===== config.mk =====
export PLATFORM = sky130hd
export DESIGN_NAME = trap_vector_gen
export DESIGN_NICKNAME = d
export VERILOG_FILES = /design/src/rtl/trap_vector_gen.sv
export SDC_FILE = /design/constraint.sdc
export NUM_CORES = 1
export LEC_CHECK = 0
export ABC_AREA = 1
export BUFFER_PORTS_ARGS = -buffer_cell sky130_fd_sc_hd__buf_2
export CORE_AREA = 2 2 139 141
export CTS_CLUSTER_SIZE = 25
export DETAILED_ROUTE_END_ITERATION = 10
export DIE_AREA = 0 0 141 143
export HOLD_SLACK_MARGIN = 0.12
export PLACE_DENSITY = 0.61
export SLEW_MARGIN = 0
export SYNTH_ARGS = -nofsm -noshare
export SYNTH_HDL_FRONTEND = slang
export SYNTH_SLANG_ARGS = --single-unit

===== constraint.sdc =====
create_clock -name clk -period 1.85 [get_ports clk]
set_clock_uncertainty 0.2 [all_clocks]
set_input_delay 0.2775 -clock clk [delete_from_list [all_inputs] [get_ports clk]]
set_output_delay 0.2775 -clock clk [all_outputs]
set_load 0.01 [all_outputs]

===== src/rtl/trap_vector_gen.sv =====
module trap_vector_gen #(
  parameter int AW      = 64,
  parameter int TLW     = 3,
  parameter int TTW     = 9,
  parameter int MAX_TL  = 6,
  parameter int MAX_PTL = 2,
  parameter bit REG_OUT = 1'b1
) (
  input  logic           clk,
  input  logic           rst_n,
  input  logic [TLW-1:0] tl_i,
  input  logic           pstate_priv_i,
  input  logic           hpstate_hpriv_i,
  input  logic           hpstate_red_i,
  input  logic [1:0]     tgt_lvl_i,
  input  logic [TTW-1:0] tt_i,
  input  logic [AW-1:0]  tba_i,
  input  logic [AW-1:0]  htba_i,
  output logic [1:0]     cur_lvl_o,
  output logic [4:0]     mode_o,
  output logic [TTW-1:0] eff_tt_o,
  output logic [AW-1:0]  pc_o,
  output logic [AW-1:0]  npc_o,
  output logic [AW-1:0]  nnpc_o
);
  localparam logic [TLW-1:0] TL_RED   = TLW'(MAX_TL - 1);
  localparam logic [TLW-1:0] TL_ERR   = TLW'(MAX_TL);
  localparam logic [TLW-1:0] TL_PMAX  = TLW'(MAX_PTL);
  localparam logic [AW-1:0]  RED_BASE = AW'(40'hFF_F000_0000);
  localparam logic [TTW-1:0] TT_RED   = TTW'(5);
  localparam logic [TTW-1:0] TT_GWD   = TTW'(2);
  localparam logic [AW-1:0]  SLOT_M   = {{(AW-14){1'b0}}, {14{1'b1}}};
  localparam logic [AW-1:0]  HBASE_M  = ~SLOT_M;
  localparam logic [AW-1:0]  PBASE_M  = {{(AW-15){1'b1}}, {15{1'b0}}};
  localparam logic [AW-1:0]  NEST_BIT = AW'(1) << 14;
  localparam logic [AW-1:0]  INSN     = AW'(4);

  function automatic logic [AW-1:0] slot(input logic [TTW-1:0] t);
    return (AW'(t) << 5) & SLOT_M;
  endfunction

  logic           red_hit, err_hit, gwd_hit, hyp_hit;
  logic [1:0]     lvl_n;
  logic [4:0]     mode_n;
  logic [TTW-1:0] tt_n;
  logic [AW-1:0]  pc_n, npc_n, nnpc_n;

  assign lvl_n   = hpstate_hpriv_i ? 2'd2 : (pstate_priv_i ? 2'd1 : 2'd0);
  assign red_hit = hpstate_red_i || (tl_i == TL_RED);
  assign err_hit = tl_i >= TL_ERR;
  assign gwd_hit = (tl_i > TL_PMAX) && (tgt_lvl_i == 2'd1);
  assign hyp_hit = tgt_lvl_i == 2'd2;

  always_comb begin
    tt_n = tt_i;
    if (red_hit) begin
      mode_n = 5'b00001;
      tt_n   = TT_RED;
      pc_n   = RED_BASE | ((AW'(TT_RED) << 5) & AW'(8'hFF));
    end else if (err_hit) begin
      mode_n = 5'b00010;
      pc_n   = '0;
    end else if (gwd_hit) begin
      mode_n = 5'b00100;
      tt_n   = TT_GWD;
      pc_n   = (htba_i & HBASE_M) | slot(TT_GWD);
    end else if (hyp_hit) begin
      mode_n = 5'b01000;
      pc_n   = (htba_i & HBASE_M) | slot(tt_i);
    end else begin
      mode_n = 5'b10000;
      pc_n   = (tba_i & PBASE_M) | ((tl_i != '0) ? NEST_BIT : '0) | slot(tt_i);
    end
  end

  assign npc_n  = mode_n[1] ? '0 : pc_n + INSN;
  assign nnpc_n = mode_n[1] ? '0 : pc_n + (INSN << 1);

  generate
    if (REG_OUT) begin : g_reg
      always_ff @(posedge clk) begin
        if (!rst_n) begin
          cur_lvl_o <= '0;
          mode_o    <= '0;
          eff_tt_o  <= '0;
          pc_o      <= '0;
          npc_o     <= '0;
          nnpc_o    <= '0;
        end else begin
          cur_lvl_o <= lvl_n;
          mode_o    <= mode_n;
          eff_tt_o  <= tt_n;
          pc_o      <= pc_n;
          npc_o     <= npc_n;
          nnpc_o    <= nnpc_n;
        end
      end
    end else begin : g_comb
      assign cur_lvl_o = lvl_n;
      assign mode_o    = mode_n;
      assign eff_tt_o  = tt_n;
      assign pc_o      = pc_n;
      assign npc_o     = npc_n;
      assign nnpc_o    = nnpc_n;
    end
  endgenerate
endmodule



==> summary.txt <==
Outcome
  – Status: finished clean

Timing
  – Final-report hold violation count: 0
  – Max-slew violations: 0
  – RSZ-0062 raised after global routing: true
  – Fin crit share: 94.8%
  – Fin crit period: 1750 ps
  – Final number of setup-violating endpoints: 0
  – FMAX: around 570 MHz

Power
  – P_sw: 1.94 mW
  – Leakage: 4.58 nW
  – Switching share of total power: 24.9%
  – Power share of the clock group: 44.8%
  – Peak VDD IR: between 500 and 600 µV
  – Logic pwr share: 14.9%
  – Pint: a little under 6 mW
  – Sequential power share: 40.2%
  – Pwr Density: 941 mW/mm²

Placement
  – Post-DP HPWL: about 11,000 µm
  – Gpl congestion: 0.783
  – Dpl cells: around 1.1k
  – PortBufs: around 310

GRT
  – Largest net degree at the start of global routing: 55
  – GR peak layer: met2
  – Global-route wire length before repair: 23,900 µm
  – GR Layer Usage met3: 4.46%
  – Vias in the first global route: 4,930
  – Met2 usage: between 20 and 30%
  – Total GRT Usage: between 15 and 20%
  – Total gr overflow: 0
  – Initial antenna violation count: 0
  – Met1 Usage GRT: between 10% and 20%

Clocking
  – CTS H-Tree Depth: 4
  – Clk sinks: 135
  – Root buf cell: clkbuf_16
  – TritonCTS clock tree: done
  – Clock Tree Buf Depth: 2
  – Num CTS Buffers: 17
  – Clk pin slew, worst setup/hold paths: 60 ps

Worst setup path
  – CP startpoint kind: input pin
  – Kind of critical path: in2reg
  – Required @ worst endpoint: 1940 ps
  – CP Max Fanout: 54
  – Nature of the critical path endpoint: flop
  – Critical path arrival: 1840 ps

Synthesis
  – Synth Instances: 629
  – Top-count cell post-synth: nand2_1
  – Synth unique cells: 22
  – Yosys top cell by area: dfxtp_1
  – Mean post-synth cell area: 8.20 µm²
  – Commonest cells in the netlist: nand2_1 (137), dfxtp_1 (135), nor2_1 (108)
  – Mapped cell area: 0.00516 mm²
  – Syn. warnings: 0
  – Top_reg_cell synth: dfxtp_1
  – Synth top area share: a little over half
  – Seq/Total Area, Yosys: 52.4%
  – Flops & latches, synth: 135
  – Synth async-reset ratio: 0%
  – Number of synthesized flops with an enable pin: 0
  – Dominant cells by area after synthesis: dfxtp_1 (52%), buf_4 (11%), nand2_1 (10%), nor2_1 (7.9%), nand3b_1 (3.5%)

Route
  – Initial drt markers: 224
  – Drt wl/cell: 12.8 µm
  – DRT antenna net count: 0
  – Drt drc: 0
  – Routed vias/inst: 4.15
  – DRT Pass-1 Iters: 5
  – Total Wirelength: 16,000 µm
  – DR vias: roughly 5.2k

Finish
  – Final Util: 44.6%
  – Area grow syn2layout: 60.8%
  – Fillcell total: 1,786
  – Final cell count without fillers: 1,248
  – Share of layout cells above drive strength 1: 38.2%
  – N_diodes: 0
  – Nets@finish: roughly 1.1k

Job
  – Max_cap viols: 0

Die
  – Die Height: 143 µm
  – Ports: between 300 and 400
  – Core Region: around 0.019 mm²
  – Die X: about 140 µm
  – Full die area: 0.0202 mm²
  – Row count: 50
  – Starting Density: roughly 28%

Hold path
  – HP Class: in2reg
registers in the layout (all words and copies together) (netlist names):
name / count
eff_tt_o: 9
cur_lvl_o: 2
mode_o: 5
npc_o: 60
pc_o: 59
through the flow:
step                      hold WS (ps)  instance area, µm²  setup WS (ps)  setup TNS [ps]  power (mW)
final                              202                8290           96.4               0        7.80
after global routing               226                8290          -21.9           -74.7        8.19
after CTS                          162                8260           16.9               0        7.91
after detailed placement           252                6460            135               0        4.16
after global placement             251                6460            146               0        4.15
after floorplan                    149                5200            416               0        3.82
cell usage in the layout (no fill, tap or decap):
master	count
inv_4	1
clkinvlp_4	1
nand3_4	1
inv_2	5
dlygate4sd3_1	118
nor2_4	1
nor2_2	2
nand2_1	136
nand3b_1	24
inv_6	1
clkinv_2	3
clkinv_4	3
nand3_1	30
nor2_1	106
a21oi_1	28
buf_4	10
nand2_4	1
buf_2	312
dfxtp_1	135
bufinv_16	3
inv_1	30
nand2_2	15
clkbuf_16	17
nor3_1	7
a21oi_2	4
buf_12	4
clkbuf_8	3
conb_1	13
cell families after synthesis:
logic type / Yosys count / share of synthesized area, %
buffers and inverters: 138 / 17.2
AND/OR/NAND/NOR: 323 / 27.3
AO/OA/AOI/OAI: 32 / 3.11
flip-flops: 135 / 52.4
other: 1 / 0.0727
power by group through the flow:
| stage | sequential (mW) | combinational, mW | clock (mW) |
|---|---|---|---|
| 2_1_floorplan | 3.28 | 0.538 | 0 |
| 3_3_place_gp | 3.20 | 0.953 | 0 |
| 3_5_place_dp | 3.20 | 0.960 | 0 |
| 4_1_cts | 3.14 | 1.16 | 3.62 |
| 5_1_grt | 3.15 | 1.28 | 3.75 |
| 6_report | 3.14 | 1.16 | 3.50 |
timing repair:
| item | CTS | global route |
|---|---|---|
| hold buffers | 118 | 0 |
| buffers inserted | 0 | 0 |
| resized for setup | 0 | 9 |
| setup endpoints to repair | 0 | 42 |
| hold endpoints to repair | 132 | 0 |
cell type report:
type	instances	area [µm²]	area share (%)
clock buffers	20	467	5.63
inverters	36	138	1.66
multi-input cells	368	1640	19.8
well taps	234	293	3.53
repair buffers	444	2900	35.0
flip-flops and latches	135	2700	32.6
clock inverters	11	148	1.78
worst max-delay path, cell delays in order:
cell and delay, ps:
dlygate4sd3_1 540, buf_2 130, inv_1 110, nand2_2 150
buf_12 230, nand2_1 80, nand2_1 50, nand2_1 50
nand2_1 50, nand2_1 100, nand2_1 60
path summary, 6_finish.rpt:
kind | start | endpoint | cells after the start
worst max-delay path | tgt_lvl_i[0] | npc_o[29] | 11
worst min-delay path | tl_i[0] | npc_o[5] | 5
routing by layer:
metal / routed length (µm) / vias up / part of all wire (%)
met2: 8410 / 238 / 53
li1: - / 2600 / -
met1: 6300 / 2325 / 39
met3: 1020 / 16 / 6.4
met4: 248 / 0 / 1.6
met5: 0 / - / 0
Power figures use the tool's default switching activity.
